**config.mk**
```make
export PLATFORM = sky130hd
export DESIGN_NAME = ee_erase_ctrl
export DESIGN_NICKNAME = d
export VERILOG_FILES = /design/src/rtl/ee_erase_pkg.sv /design/src/rtl/ee_unlock_seq.sv /design/src/rtl/ee_erase_timer.sv /design/src/rtl/ee_array_model.sv /design/src/rtl/ee_erase_ctrl.sv
export SDC_FILE = /design/constraint.sdc
export NUM_CORES = 1
export LEC_CHECK = 0
export ABC_AREA = 1
export ABC_CLOCK_PERIOD_IN_PS = 2500
export BUFFER_PORTS_ARGS = -buffer_cell sky130_fd_sc_hd__buf_2
export CAP_MARGIN = 30
export CORE_MARGIN = 2
export CORE_UTILIZATION = 54
export CTS_CLUSTER_DIAMETER = 120
export DETAILED_ROUTE_END_ITERATION = 10
export GPL_ROUTABILITY_DRIVEN = 0
export PLACE_DENSITY = 0.77
export RECOVER_POWER = 100
export SLEW_MARGIN = 20
export SYNTH_ARGS = -nofsm -noshare
export SYNTH_HDL_FRONTEND = slang
export SYNTH_HIERARCHICAL = 1
export SYNTH_SLANG_ARGS = --single-unit
```
**constraint.sdc**
```tcl
create_clock -name clk -period 2.5 [get_ports clk]
set_clock_uncertainty 0.05 [all_clocks]
set_input_delay 0.375 -clock clk [delete_from_list [all_inputs] [get_ports clk]]
set_output_delay 0.375 -clock clk [all_outputs]
set_load 0.01 [all_outputs]
```
**src/rtl/ee_erase_pkg.sv**
```systemverilog
package ee_erase_pkg;
  typedef enum logic [1:0] {
    SEL_CTRL = 2'd0,
    SEL_ADDR = 2'd1,
    SEL_KEY  = 2'd2,
    SEL_FLAG = 2'd3
  } reg_sel_e;

  typedef enum logic [1:0] {
    UL_IDLE  = 2'd0,
    UL_HALF  = 2'd1,
    UL_ARMED = 2'd2
  } unlock_e;

  localparam logic [7:0]  KEY_FIRST  = 8'h55;
  localparam logic [7:0]  KEY_SECOND = 8'hAA;
  localparam logic [6:0]  OP_WORD    = 7'h44;
  localparam logic [6:0]  OP_BLOCK   = 7'h45;
  localparam int          START_BIT  = 15;
  localparam int          WREN_BIT   = 14;
  localparam int          DATA_W     = 16;
  localparam logic [15:0] INIT_BASE  = 16'hA500;
endpackage

```
**src/rtl/ee_unlock_seq.sv**
```systemverilog
module ee_unlock_seq
  import ee_erase_pkg::*;
(
  input  logic              clk,
  input  logic              rst_n,
  input  logic              wr,
  input  reg_sel_e          sel,
  input  logic [7:0]        key_byte,
  output logic              armed
);
  unlock_e state_q, state_d;

  always_comb begin
    state_d = state_q;
    if (wr) begin
      if (sel == SEL_KEY) begin
        if (key_byte == KEY_FIRST)
          state_d = UL_HALF;
        else if (state_q == UL_HALF && key_byte == KEY_SECOND)
          state_d = UL_ARMED;
        else
          state_d = UL_IDLE;
      end else begin
        state_d = UL_IDLE;
      end
    end
  end

  always_ff @(posedge clk) begin
    if (!rst_n) state_q <= UL_IDLE;
    else        state_q <= state_d;
  end

  assign armed = (state_q == UL_ARMED);
endmodule

```
**src/rtl/ee_erase_timer.sv**
```systemverilog
module ee_erase_timer #(
  parameter int CYCLES = 200000
) (
  input  logic clk,
  input  logic rst_n,
  input  logic start,
  output logic busy,
  output logic done
);
  localparam int CW = (CYCLES < 2) ? 1 : $clog2(CYCLES);
  localparam logic [CW-1:0] LOAD = CW'(CYCLES - 1);

  logic [CW-1:0] cnt_q;
  logic          busy_q;

  always_ff @(posedge clk) begin
    if (!rst_n) begin
      busy_q <= 1'b0;
      cnt_q  <= '0;
    end else if (start && !busy_q) begin
      busy_q <= 1'b1;
      cnt_q  <= LOAD;
    end else if (busy_q) begin
      if (cnt_q == '0) busy_q <= 1'b0;
      else             cnt_q  <= cnt_q - 1'b1;
    end
  end

  assign busy = busy_q;
  assign done = busy_q && (cnt_q == '0);
endmodule

```
**src/rtl/ee_array_model.sv**
```systemverilog
module ee_array_model
  import ee_erase_pkg::*;
#(
  parameter int DEPTH       = 64,
  parameter int BLOCK_WORDS = 16
) (
  input  logic                     clk,
  input  logic                     rst_n,
  input  logic                     erase_stb,
  input  logic                     erase_blk,
  input  logic [$clog2(DEPTH)-1:0] erase_addr,
  input  logic [$clog2(DEPTH)-1:0] raddr,
  output logic [DATA_W-1:0]        rdata
);
  logic [DATA_W-1:0] mem_q [DEPTH];

  for (genvar i = 0; i < DEPTH; i++) begin : g_word
    logic hit;
    assign hit = erase_stb &&
                 (erase_blk ? ((i / BLOCK_WORDS) == (int'(erase_addr) / BLOCK_WORDS))
                            : (int'(erase_addr) == i));
    always_ff @(posedge clk) begin
      if (!rst_n)   mem_q[i] <= INIT_BASE | DATA_W'(i);
      else if (hit) mem_q[i] <= '1;
    end
  end

  assign rdata = mem_q[raddr];
endmodule

```
**src/rtl/ee_erase_ctrl.sv**
```systemverilog
module ee_erase_ctrl
  import ee_erase_pkg::*;
#(
  parameter int CLK_HZ      = 100000000,
  parameter int ERASE_US    = 2000,
  parameter int DEPTH       = 64,
  parameter int BLOCK_WORDS = 16,
  parameter int AW          = $clog2(DEPTH)
) (
  input  logic          clk,
  input  logic          rst_n,
  input  logic          bus_wr,
  input  logic [1:0]    bus_addr,
  input  logic [15:0]   bus_wdata,
  output logic [15:0]   bus_rdata,
  output logic          busy,
  output logic          erase_irq,
  output logic          erase_stb,
  output logic          erase_blk,
  output logic [AW-1:0] erase_addr,
  input  logic [AW-1:0] mem_raddr,
  output logic [15:0]   mem_rdata
);
  localparam int ERASE_CYCLES = (CLK_HZ / 1000000) * ERASE_US;

  reg_sel_e      sel;
  logic          armed;
  logic          op_ok;
  logic          accept;
  logic          done;
  logic [14:0]   ctrl_q;
  logic          start_q;
  logic [AW-1:0] addr_q;
  logic          flag_q;

  assign sel    = reg_sel_e'(bus_addr);
  assign op_ok  = (bus_wdata[6:0] == OP_WORD) || (bus_wdata[6:0] == OP_BLOCK);
  assign accept = bus_wr && (sel == SEL_CTRL) && armed && !busy &&
                  bus_wdata[START_BIT] && bus_wdata[WREN_BIT] && op_ok;

  ee_unlock_seq u_unlock (
    .clk      (clk),
    .rst_n    (rst_n),
    .wr       (bus_wr),
    .sel      (sel),
    .key_byte (bus_wdata[7:0]),
    .armed    (armed)
  );

  ee_erase_timer #(.CYCLES(ERASE_CYCLES)) u_timer (
    .clk   (clk),
    .rst_n (rst_n),
    .start (accept),
    .busy  (busy),
    .done  (done)
  );

  always_ff @(posedge clk) begin
    if (!rst_n) begin
      ctrl_q  <= '0;
      start_q <= 1'b0;
      addr_q  <= '0;
      flag_q  <= 1'b0;
    end else begin
      if (bus_wr && !busy && sel == SEL_CTRL) ctrl_q <= bus_wdata[14:0];
      if (bus_wr && !busy && sel == SEL_ADDR) addr_q <= bus_wdata[AW-1:0];
      if (accept)     start_q <= 1'b1;
      else if (done)  start_q <= 1'b0;
      if (done)       flag_q <= 1'b1;
      else if (bus_wr && sel == SEL_FLAG && !bus_wdata[0]) flag_q <= 1'b0;
    end
  end

  always_comb begin
    unique case (sel)
      SEL_CTRL: bus_rdata = {start_q, ctrl_q};
      SEL_ADDR: bus_rdata = 16'(addr_q);
      SEL_KEY:  bus_rdata = 16'h0000;
      SEL_FLAG: bus_rdata = {15'd0, flag_q};
      default:  bus_rdata = 16'h0000;
    endcase
  end

  assign erase_irq  = flag_q;
  assign erase_stb  = done;
  assign erase_blk  = (ctrl_q[6:0] == OP_BLOCK);
  assign erase_addr = addr_q;

  ee_array_model #(.DEPTH(DEPTH), .BLOCK_WORDS(BLOCK_WORDS)) u_array (
    .clk        (clk),
    .rst_n      (rst_n),
    .erase_stb  (erase_stb),
    .erase_blk  (erase_blk),
    .erase_addr (erase_addr),
    .raddr      (mem_raddr),
    .rdata      (mem_rdata)
  );
endmodule

```
# Word level (Yosys, flattened, before mapping)

Memory sizes are Yosys's and may differ from the RTL's.
Cells that the tools add are included.

Register bits: 44
Input port bits: 27
Memories: 1
Bits in writable memories: 768
Logic and storage cells: 579
Output and inout port bits: 42

Memory list:

| memory        | depth | width | rd ports | clocked after Yosys merged registers in | wr ports | RTL line             | text |
|---|---|---|---|---|---|---|---|
| u_array.mem_q | 64    | 12    | 1        | 0                                       | 64       | ee_array_model.sv:15 | `logic [DATA_W-1:0] mem_q [DEPTH];` |

Add/sub/neg operators: 1
Bitwise operators: 66
Reduce and logical (&&, ||, !) cells: 91
Muxes and demuxes: 335
Eq/ne operators: 77

Operators by type and width:

| cell                  | count |
|---|---|
| $mux 12               | 64 |
| $mux 1                | 264 |
| $eq 6x6->1 const B    | 32 |
| $eq 6x5->1 const B    | 16 |
| $logic_and 1x1->1     | 78 |
| $or 1x1->1            | 64 |
| $pmux 16 s4           | 1 |
| $mux 18               | 3 |
| $eq 6x4->1 const B    | 8 |
| $logic_not 32->1      | 1 |
| $eq 6x3->1 const B    | 4 |
| $eq 7x7->1 const B    | 3 |
| $logic_not 18->1      | 1 |
| $sub 18x1->18 const B | 1 |
| $eq 6x2->1 const B    | 2 |
| $eq 8x7->1 const B    | 1 |
| $eq 8x8->1 const B    | 1 |
| $eq 2x2->1 const B    | 3 |
| $eq 6x1->1 const B    | 1 |
| $logic_not 6->1       | 1 |
| $mux 2                | 3 |
| $reduce_bool 2->1     | 3 |
| $eq 2x1->1 const B    | 2 |
| $eq 2x2->1 const A    | 2 |
| 8 further kinds       | 11 |

# Logic depth before layout (Yosys ltp)

Gate-level depths: netlist of the first run.

Depth in word-level cells: 10
Gate-level depth with buffers: 13
Depth with buffers taken out: 13

# Hierarchy

The synthesis of the first run kept the hierarchy.

By module, submodules not included:

| module         | sequential area each (sq um) | area each (sq um) | times used | cells an instance |
|---|---|---|---|---|
| ee_array_model | 1911.8                       | 4538.1            | 1          | 667 |
| ee_erase_timer | 380.4                        | 1136.1            | 1          | 174 |
| ee_erase_ctrl  | 460.4                        | 1041.0            | 1          | 148 |
| ee_unlock_seq  | 40.0                         | 168.9             | 1          | 31 |

# Worst setup path before layout of the first run

OpenSTA, ideal clock, no wires.

Path kind: register to register
Start: reg u_timer.cnt_q[0]
End: mem u_array/mem_q[0][10] in the netlist's numbering, enable pin
Path buffers: 2
Setup time: 0.293 ns
Slack: -0.074 ns
Period minus slack after synthesis: 2.574 ns
Stages on the path, launching flop included: 13
Arrival time: 2.231 ns
Required time: 2.157 ns
Path through: dfxtp_1 > inv_1 > ha_1 > nand2_2 > nor2_4 > nand3_4 > buf_2 > nor2_1 > inv_1 > nor3_2 > buf_2 > nand2_1 > nand2_1

RTL lines:

| item                   | RTL line             | text |
|---|---|---|
| from (decl)            | ee_erase_timer.sv:13 | `logic [CW-1:0] cnt_q;` |
| from (signal assigned) | ee_erase_timer.sv:25 | `else cnt_q <= cnt_q - 1'b1;` |
| to (decl)              | ee_array_model.sv:15 |  |

==> results of run 1 <==
-- metal layers --
layer | track usage [%] | vias up | part of all wire, %
met5 | 0 | - | 0
met4 | 7.22 | 0 | 1.6
met3 | 3.91 | 24 | 6.3
met2 | 41.2 | 217 | 47
met1 | 33.1 | 2956 | 45
li1 | - | 3293 | -
-- final timing paths --
check | startpoint | to | slack (ns) | depth (start not counted)
max | u_timer/cnt_q[0]$_SDFFE_PN0P_ | u_array/mem_q[7][10]$_DFFE_PP_ | 0.22 | 11
min | bus_wdata[11] | ctrl_q[11]$_SDFFE_PN0P_ | 0.26 | 3
max reg2reg | u_timer/cnt_q[0]$_SDFFE_PN0P_ | u_array/mem_q[7][10]$_DFFE_PP_ | 0.22 | 11
min reg2reg | ctrl_q[7]$_SDFFE_PN0P_ | ctrl_q[7]$_SDFFE_PN0P_ | 0.40 | 2
-- cell type report --
class                      instances  share of cell area [%]
sequential                       108                    37.1
timing repair buffer              82                    6.28
inverter                         112                    5.58
clock inverter                     5                    1.13
tap                              172                    2.86
multi-input combinational        744                    44.0
clock buffer                      11                    3.09
-- worst register-to-register path, cell delays in order (launching register included) --
cell and delay (ns):
dfxtp_1 0.30, inv_1 0.11, ha_1 0.23, nand2_2 0.12
nor2_4 0.18, nand3_4 0.08, nor2_1 0.20, inv_2 0.14
nor3_4 0.13, buf_4 0.25, nand2_1 0.11, nand2_1 0.10
-- where the power goes --
part | leakage (nW) | switching, mW | internal (mW)
clock network | 0.150 | 0.647 | 0.885
logic | 2.32 | 0.343 | 0.169
registers | 1.02 | 0.0288 | 1.93
-- cells in the mapped netlist (2+ instances only) --
cell type / n
nand2_1: 327
nor2_1: 151
nand3_1: 118
inv_1: 104
edfxtp_1: 63
dfxtp_1: 45
o21ai_0: 36
a21oi_1: 35
buf_2: 16
buf_4: 13
clkbuf_1: 13
buf_1: 9
buf_6: 8
nand2_2: 8
nand4_1: 8
inv_2: 6
nor2_2: 6
or2_1: 5
xor2_1: 5
nand3_2: 4
nor2_4: 4
a31oi_1: 3
nor3_1: 3
nor3_4: 3
o211ai_1: 3
o21ai_1: 3
or2_2: 3
xnor2_1: 3
a21oi_2: 2
clkinv_1: 2
nand3b_1: 2
-- cells in the final DEF, fill, tap and decap left out, drive strengths merged --
cell	netlist	final
inv	110	111
bufinv	0	2
conb	1	4
xor2	5	5
a31oi	3	3
edfxtp	63	63
nand4	8	8
nand3b	2	2
or2	9	9
clkbuf	13	49
nand3	123	123
nor4	1	1
xnor2	3	3
nor2	161	161
nor3	7	7
dfxtp	45	45
o21ai	39	39
o211ai	3	3
clkinv	2	3
a21oi	37	37
clkinvlp	0	1
nor3b	1	1
o21bai	1	1
buf	46	44
ha	1	1
nand2	336	336
-- metrics by stage --
step / instance area, um^2 / instances / hold WS, ns
floorplan: 6900 / 1023 / 0.379
global placement: 7280 / 1218 / 0.392
detailed placement: 7280 / 1218 / 0.395
CTS: 7600 / 1234 / 0.255
global route: 7530 / 1234 / 0.269
finish: 7530 / 1234 / 0.263
-- registers in the layout, indices dropped and copies added, names as in the netlist --
register,flops
ctrl_q,15
u_timer/cnt_q,18
u_timer/busy,1
start_q,1
erase_irq,1
erase_addr,6
u_unlock/state_q,2
u_array/mem_q,64
-- logic make-up after synthesis --
family,share of synthesized area [%]
xor gates and xnor gates,1.02
and+or+nand+nor,40.6
other,0.0545
DFF,40.6
adders and majority gates,0.182
buffers and inverters,11.2
AOI/OAI and AO/OA,6.34
==> impl_results.md, run 1 <==
- Status: completed
- Final WS setup: approximately 0.22 ns
- Final setup vio count: 0
- CTS tree: done
- Largest net degree at the start of global routing: 79
- Core Area: about 13000 um^2
- Hold_buf cts: 0
- Cts repair resizes: 0
- Share of layout cells above drive strength 1: around 9.2%
- Initial antenna violation count: 0
- Clock period minus worst slack: between 2 and 2.5 ns
- Worst endpoint data arrival time: about 2.3 ns
- Slew headroom: between 40% and 50%
- Reg clk slew, reported paths: approximately 0.07 ns
- Setup_tns: 0 ns
- Setup bufs post-CTS: 0
- Crit path max fanout: 16
- Layout fillers: approximately 1300
- DIE AREA: 13700 um^2
- Vias: approximately 6500
- Worst Path Required: approximately 2.5 ns
- Tot GR Track Use: between 20% and 30%
- Post-synth EDFFs: 63
- Pre-CTS WS: ~0.25 ns
- Most used cell, CP: nand2_1
- Max-cap violations: 0
- Delay-heaviest family, CP: simple AND/OR/NAND/NOR gates
- CP cell instances: inv_1, ha_1, nand2_2, nor2_4, nand3_4, nor2_1, inv_2, nor3_4, buf_4, nand2_1, nand2_1
- Worst skew pair latency: ~0.34 ns
- Clk buf depth: 2
- Pins Over Slew Limit: 0
- Wirelength per Cell: between 10 and 15 um
- CP Class: register to register
- First-pass GRT wire length: around 27000 um
- Distinct cells, synth: 40
- Critical path endpoint category: register
- Post-synth top area share: roughly 27%
- Die span in x: 117 um
- Cell row count: 41
- Sequential share of the synthesized area: between 40 and 50%
- Gr ovfl total: 0
- Fraction of registers with async set/reset: 0%
- Port bufs: 64
- Clock buffer count from CTS: 9
- Warnings from Yosys: 6
- Area of the multi-input gates: 3310 um^2
- Post-Syn Area: 6880 um^2
- TritonCTS Sinks: 108
- CTS root buf: clkbuf_16
- Unrepaired setup endpoints after global routing: no
- Drt via density: 5.26
- Tcrit/Tclk final: 91.3%
- Slew @ Worst Pin: approximately 0.83 ns
- Sequential cell area: approximately 2800 um^2
- # DRC: 0
- CTS HTree Levels: 3
- Slowest CP cell: dfxtp_1
- Peak supply drop: approximately 0.32 mV
- Crit-path max cell delay: around 0.30 ns
- Peak Freq: 0.438 GHz
- Crit start category: register
- Syn avg cell area: 6.75 um^2
- Synth Flop Type: edfxtp_1
- Ant diodes: 0
- DRT Pass-1 Iters: 5
- Starting Density: a little over half
- NumNets Final: roughly 1100
- Post-Synthesis Cells: between 1000 and 1500
- Total power: between 3 and 4 mW
- Pwr Density: roughly 530 nW/um^2
- Core Util, Final: about three fifths
- Area growth, synth to finish: 9.36%
- Die height: 117 um
- I/O pins: 69
- Iter 0 DRT Violations: ~630
- Final hold violations: 0
- Detailed Place HPWL: between 10000 and 15000 um
- WP buf/inv: 3
- Largest cells by area after synthesis: edfxtp_1 (27%), nand2_1 (18%), dfxtp_1 (13%), nand3_1 (8.6%), nor2_1 (8.2%)
- Number of global-route vias before repair: slightly below 6000
- HP Class: input port to register
- Antenna-violating nets left: 0
- LEAKAGE: 3.49 nW
- Yosys reg bits: ~110
- Synth area leader: edfxtp_1
- Total Wirelength: 16400 um
Power figures use the tool's default switching activity.
==> run 2: changes to the inputs <==
--- a/config.mk
+++ b/config.mk
@@ -6,15 +6,14 @@
 export NUM_CORES = 1
 export LEC_CHECK = 0
 export ABC_AREA = 1
-export ABC_CLOCK_PERIOD_IN_PS = 2500
+export ABC_CLOCK_PERIOD_IN_PS = 2400
 export BUFFER_PORTS_ARGS = -buffer_cell sky130_fd_sc_hd__buf_2
 export CAP_MARGIN = 30
-export CORE_MARGIN = 2
-export CORE_UTILIZATION = 54
+export CORE_UTILIZATION = 56
 export CTS_CLUSTER_DIAMETER = 120
 export DETAILED_ROUTE_END_ITERATION = 10
 export GPL_ROUTABILITY_DRIVEN = 0
-export PLACE_DENSITY = 0.77
+export PLACE_DENSITY = 0.76
 export RECOVER_POWER = 100
 export SLEW_MARGIN = 20
 export SYNTH_ARGS = -nofsm -noshare
==> constraint.sdc (replaced) <==
create_clock -name clk -period 2.4 [get_ports clk]
set_clock_uncertainty 0.05 [all_clocks]
set_input_delay 0.36 -clock clk [delete_from_list [all_inputs] [get_ports clk]]
set_output_delay 0.36 -clock clk [all_outputs]
set_load 0.01 [all_outputs]
==> run 2 against run 1 <==
Compared with the run above: global-route usage grew 2.1 points; via count is 0.31% lower; final cell count down 1.8%; wire length about the same; first-iteration DRC count up 2.4%; combinational power is 4.9% higher; setup slack got worse by 0.049 ns; clock power up 7%; sequential cell count is the same; non-clock buffer count up 3; largest power group unchanged; die area decreased by 6.8%; register-to-register slack worse by 0.02 ns.
==> impl_results.md, run 2 (synthesized netlist as in run 1, its figures left out) <==
- Status: completed
- Core Area: 12000 um^2 (-4.0%)
- CP Class: register to primary output
- Pins Over Slew Limit: 0 (unchanged)
- Share of layout cells above drive strength 1: 10.1% (+0.91 points)
- Slew @ Worst Pin: 0.768 ns (-0.0610 ns)
- Gr ovfl total: 0 (unchanged)
- WP buf/inv: 1 (-2)
- Die span in x: 113 um (-3.5%)
- Reg clk slew, reported paths: 0.08 ns (about the same)
- CP cell instances: or2_2, nand3_1, nand2_1, nand2_1, nand2_1, nand2_1, nand3_1, nand3_1, nand2_1, clkbuf_2
- Worst endpoint data arrival time: 1.82 ns (-0.47 ns)
- Detailed Place HPWL: 11500 um (-1.4%)
- Delay-heaviest family, CP: simple AND/OR/NAND/NOR gates
- Commonest cells after routing, fill and taps aside: nand2_1 (330), nor2_1 (152), nand3_1 (118), inv_1 (103), edfxtp_1 (63)
- Starting Density: 57.3% (+2.3 points)
- Crit path max fanout: 6 (-10)
- Drt via density: 5.34 (+1.5%)
- Clk buf depth: 2 (unchanged)
- Iter 0 DRT Violations: 646 (+2.4%)
- Reg2reg setup slack: 0.20 ns (-0.02 ns)
- Hold_buf cts: 0 (unchanged)
- DRT Pass-1 Iters: 8 (+3)
- Crit start category: register
- Unrepaired setup endpoints after global routing: no
- Cell row count: 40 (-2.4%)
- Worst hold slack: 0.230 ns (-0.0335 ns)
- Tot GR Track Use: 26.7% (+2.1 points)
- DIE AREA: 12700 um^2 (-6.8%)
- HP Class: input port to register
- Final hold violations: 0 (unchanged)
- Worst Path Required: 1.99 ns (-0.52 ns)
- Setup_tns: 0 ns (unchanged)
- LEAKAGE: 3.51 nW (+0.63%)
- Commonest non-fill, non-tap cell in the layout: nand2_1
- Worst skew pair latency: 0.35 ns (about the same)
- Clock period minus worst slack: 2.23 ns
- Tcrit/Tclk final: a little over 90%
- Slew headroom: 48.6% (+3.9 points)
- Area growth, synth to finish: 9.65%
- CTS root buf: clkbuf_16
- Most used cell, CP: nand2_1
- Largest net degree at the start of global routing: 63 (-20%)
- Pwr Density: 556 nW/um^2 (+4.7%)
- Vias: 6470 (-0.31%)
- Port bufs: 64 (unchanged)
- Fin area: 7550 um^2 (+0.27%)
- TritonCTS Sinks: 108 (unchanged)
- Total Wirelength: 16400 um (about the same)
- Wirelength per Cell: 13.6 um (+1.9%)
- Ant diodes: 0 (unchanged)
- First-pass GRT wire length: 27000 um (+0.67%)
- Setup bufs post-CTS: 0 (unchanged)
- Largest Register: u_array/mem_q
- Max-cap violations: 0 (unchanged)
- I/O pins: 69 (unchanged)
- CTS tree: done
- Critical path endpoint category: primary output
- DP Area: 7280 um^2 (about the same)
- Final setup vio count: 0 (unchanged)
- Crit-path max cell delay: 0.36 ns (+0.06 ns)
- CTS HTree Levels: 3 (unchanged)
- Number of global-route vias before repair: 5680 (-1.4%)
- Initial antenna violation count: 0 (unchanged)
- Peak supply drop: 0.409 mV (+29%)
- Max reg flops: 64 (unchanged)
- Antenna-violating nets left: 0 (unchanged)
- # DRC: 0 (unchanged)
- NumNets Final: 1088 (+0.28%)
- Peak Freq: 0.448 GHz
- Regs by FF count: u_array/mem_q: 64 flops, u_timer/cnt_q: 18 flops, ctrl_q: 15 flops
- Slowest CP cell: edfxtp_1
- Core Util, Final: 62.8% (+2.7 points)
- Clock buffer count from CTS: 9 (unchanged)
- Die height: 113 um (-3.5%)
- Cts repair resizes: 0 (unchanged)
[run 2: cell count changes in the layout (fill, tap and decap cells not counted), moves of 2 or more]
cell / before / now
o21ai_1: 3 / 1
clkbuf_2: 6 / 4
clkbuf_1: 34 / 30
o21ai_0: 36 / 38
nor2_1: 154 / 152
clkinv_4: 1 / 3
buf_2: 28 / 30
buf_4: 11 / 15
[run 2: stage by stage]
step	cells	total power, mW	setup WS, ns
after global routing	1212	4.36	0.0258
after global placement	1196	2.60	0.231
after detailed placement	1196	2.61	0.229
final	1212	4.20	0.169
after CTS	1212	4.23	0.176
after floorplan	1023	2.47	0.0517
[run 2: metal layers]
layer	wire length, um	GRT usage (%)
met3	919	4.55
met2	7830	44.9
met1	7320	35.0
met4	360	8.86
met5	0	0
[run 2: tightest hold or removal path, cell delays in order]
cell	delay, ns
buf_2	0.07
o21ai_0	0.07
a21oi_1	0.10
[run 2: path summary, 6_finish.rpt]
kind,from,to,cells after the start
setup / recovery,u_array/mem_q[50][10]$_DFFE_PP_,mem_rdata[11],10
hold / removal,bus_wdata[12],ctrl_q[12]$_SDFFE_PN0P_,3
setup reg to reg,u_timer/cnt_q[0]$_SDFFE_PN0P_,u_array/mem_q[61][10]$_DFFE_PP_,11
hold reg to reg,ctrl_q[11]$_SDFFE_PN0P_,ctrl_q[11]$_SDFFE_PN0P_,2
[run 2: final cells by class]
class	instances	area [um^2]
clock buffers	9	225
flip-flops and latches	108	2790
multi-input cells	744	3320
fillers	1130	4460
inverters	112	420
clock inverters	7	100
repair buffers	85	503
well taps	147	184
[run 2: power by group]
group          switching [mW]  internal [mW]
logic                   0.364          0.173
clock network           0.707          0.923
registers              0.0273           2.01
==> run 3: changes to the inputs <==
--- a/config.mk
+++ b/config.mk
@@ -9,11 +9,10 @@
 export ABC_CLOCK_PERIOD_IN_PS = 2400
 export BUFFER_PORTS_ARGS = -buffer_cell sky130_fd_sc_hd__buf_2
 export CAP_MARGIN = 30
-export CORE_UTILIZATION = 56
+export CORE_UTILIZATION = 42
 export CTS_CLUSTER_DIAMETER = 120
 export DETAILED_ROUTE_END_ITERATION = 10
 export GPL_ROUTABILITY_DRIVEN = 0
-export PLACE_DENSITY = 0.76
 export RECOVER_POWER = 100
 export SLEW_MARGIN = 20
 export SYNTH_ARGS = -nofsm -noshare
==> run 3 against run 2 <==
Compared with the run above: final cell count is 5.5% higher; wire length is 1.7% higher; first-iteration DRC count is 43% lower; clock power is 2% lower; critical path type is now register to register.
==> impl_results.md, run 3 (synthesized netlist as in run 1, its figures left out) <==
- Cell row count: 46 (+15%)
- Sequential cell area: 2790 um^2 (unchanged)
- Die height: 130 um (+15%)
- Hold_buf cts: 0 (unchanged)
- Total power: 4.16 mW (-0.95%)
- Unrepaired setup endpoints after global routing: no
- Crit start category: register
- Core Util, Final: 47.6% (-15 points)
- DRT Pass-1 Iters: 5 (-3)
- Largest Register: u_array/mem_q
- Commonest non-fill, non-tap cell in the layout: nand2_1
- Final setup vio count: 0 (unchanged)
- Crit-path max cell delay: 0.30 ns (-0.06 ns)
- CP cell instances: inv_1, ha_1, nand2_2, nor2_4, nand3_1, nor2_2, inv_2, nor3_4, buf_4, nand2_1, nand2_1
- Setup_tns: 0 ns (unchanged)
- CTS HTree Levels: 3 (unchanged)
- Pre-CTS WS: 0.173 ns (-0.0558 ns)
- First-pass GRT wire length: 28100 um (+4.2%)
- Area of the multi-input gates: 3310 um^2 (-0.38%)
- Ant diodes: 0 (unchanged)
- Slew headroom: 35.1% (-14 points)
- Starting Density: 43.2% (-14 points)
- CTS tree: done
- Peak Freq: 0.456 GHz (+1.8%)
- LEAKAGE: 3.48 nW (-0.79%)
- NumNets Final: 1086 (-0.18%)
- Die span in x: 130 um (+15%)
- Pins Over Slew Limit: 0 (unchanged)
- Delay-heaviest family, CP: simple AND/OR/NAND/NOR gates
- Initial antenna violation count: 0 (unchanged)
- Port bufs: 64 (unchanged)
- Detailed Place HPWL: 12100 um (+4.8%)
- Pwr Density: 548 nW/um^2 (-1.5%)
- Number of global-route vias before repair: 5786 (+1.9%)
- Antenna-violating nets left: 0 (unchanged)
- Reg clk slew, reported paths: 0.07 ns (about the same)
- I/O pins: 69 (unchanged)
- Crit path max fanout: 16 (+10)
- Max reg flops: 64 (unchanged)
- HP Class: input port to register
- Slew @ Worst Pin: 0.973 ns (+0.205 ns)
- Max-cap violations: 0 (unchanged)
- Clock buffer count from CTS: 9 (unchanged)
- Commonest cells after routing, fill and taps aside: nand2_1 (327), nor2_1 (153), nand3_1 (120), inv_1 (103), edfxtp_1 (63)
- Hold Crit Start: bus_wdata[12]
- Worst Path Required: 2.41 ns (+0.42 ns)
- # DRC: 0 (unchanged)
- Most used cell, CP: nand2_1
- TritonCTS Sinks: 108 (unchanged)
- CTS root buf: clkbuf_16
- Total Wirelength: 16700 um (+1.7%)
- Tcrit/Tclk final: 91.3% (-1.6 points)
- WP buf/inv: 3 (+2)
- Crit. Startpoint: u_timer/cnt_q[0]$_SDFFE_PN0P_
- Final hold violations: 0 (unchanged)
- Slowest CP cell: dfxtp_1
- Clock period minus worst slack: 2.19 ns (-0.0387 ns)
- Final WS setup: 0.208 ns (+0.0387 ns)
- Gr ovfl total: 0 (unchanged)
- Drt via density: 4.89 (-8.3%)
- Wirelength per Cell: 13.1 um (-3.7%)
- Regs by FF count: u_array/mem_q: 64 flops, u_timer/cnt_q: 18 flops, ctrl_q: 15 flops
- Worst skew pair latency: 0.36 ns (about the same)
- Clk buf depth: 2 (unchanged)
- Core Area: 15900 um^2 (+33%)
- Peak supply drop: 0.309 mV (-24%)
- Layout fillers: 1673 (+48%)
- Status: completed
- Tot GR Track Use: 21.3% (-5.4 points)
- Iter 0 DRT Violations: 366 (-43%)
- Share of layout cells above drive strength 1: 9.69% (-0.45 points)
- Vias: 6259 (-3.3%)
- Worst endpoint data arrival time: 2.20 ns (+0.38 ns)
- Critical path endpoint category: register
- Area growth, synth to finish: 10.3%
- Critical R2R Launch: u_timer/cnt_q[0]$_SDFFE_PN0P_
- CP Class: register to register
- Largest net degree at the start of global routing: 65 (+3.2%)
- DIE AREA: 16900 um^2 (+33%)
[run 3: changes by cell type in the layout (fill, tap and decap cells not counted), moves of 2 or more]
cell      before  now
clkbuf_1      30   32
clkbuf_2       4    1
buf_2         30   35
o21ai_0       38   36
buf_4         15   11
nand2_2        5    8
nand3_1      118  120
o21ai_1        1    3
nand2_1      330  327
[run 3: worst reg2reg max path: stages, from the launching register on]
cell	delay, ns
dfxtp_1	0.30
inv_1	0.07
ha_1	0.22
nand2_2	0.13
nor2_4	0.15
nand3_1	0.12
nor2_2	0.17
inv_2	0.12
nor3_4	0.11
buf_4	0.27
nand2_1	0.12
nand2_1	0.08
[run 3: path summary, 6_finish.rpt]
check | end | slack [ns] | cells after the start
max | u_array/mem_q[53][10]$_DFFE_PP_ | 0.21 | 11
min | ctrl_q[12]$_SDFFE_PN0P_ | 0.23 | 3
max reg2reg | u_array/mem_q[53][10]$_DFFE_PP_ | 0.21 | 11
min reg2reg | ctrl_q[11]$_SDFFE_PN0P_ | 0.41 | 2
[run 3: repair_timing]
| action | 4_1_cts | 5_1_grt |
|---|---|---|
| resized for setup | 0 | 2 |
| endpoints found under the setup margin | 0 | 6 |
| endpoints found under the hold margin | 0 | 0 |
| setup buffers | 0 | 0 |
[run 3: cell type report]
type | instances | area share (%)
clock inverters | 6 | 1.17
well taps | 216 | 3.56
clock buffers | 10 | 3.02
multi-input cells | 744 | 43.6
repair buffers | 83 | 6.31
inverters | 112 | 5.57
flip-flops and latches | 108 | 36.8
[run 3: power breakdown]
part	internal [mW]	total, mW	switching, mW
Sequential	2.01	2.04	0.0291
Clock	0.915	1.59	0.679
Combinational	0.173	0.530	0.357
Total	3.09	4.16	1.06
[run 3: per-stage QoR]
stage | hold WS [ns] | cells | cell area, um^2
finish | 0.230 | 1279 | 7590
detailed placement | 0.397 | 1263 | 7350
CTS | 0.218 | 1279 | 7670
global placement | 0.391 | 1263 | 7350
global route | 0.254 | 1279 | 7590
floorplan | 0.379 | 1023 | 6900
[run 3: per-layer routing]
metal  track usage (%)  part of all wire [%]
met1              28.1                    48
met2              35.9                    47
met3              2.75                   3.8
met4              7.18                   1.4
met5                 0                     0
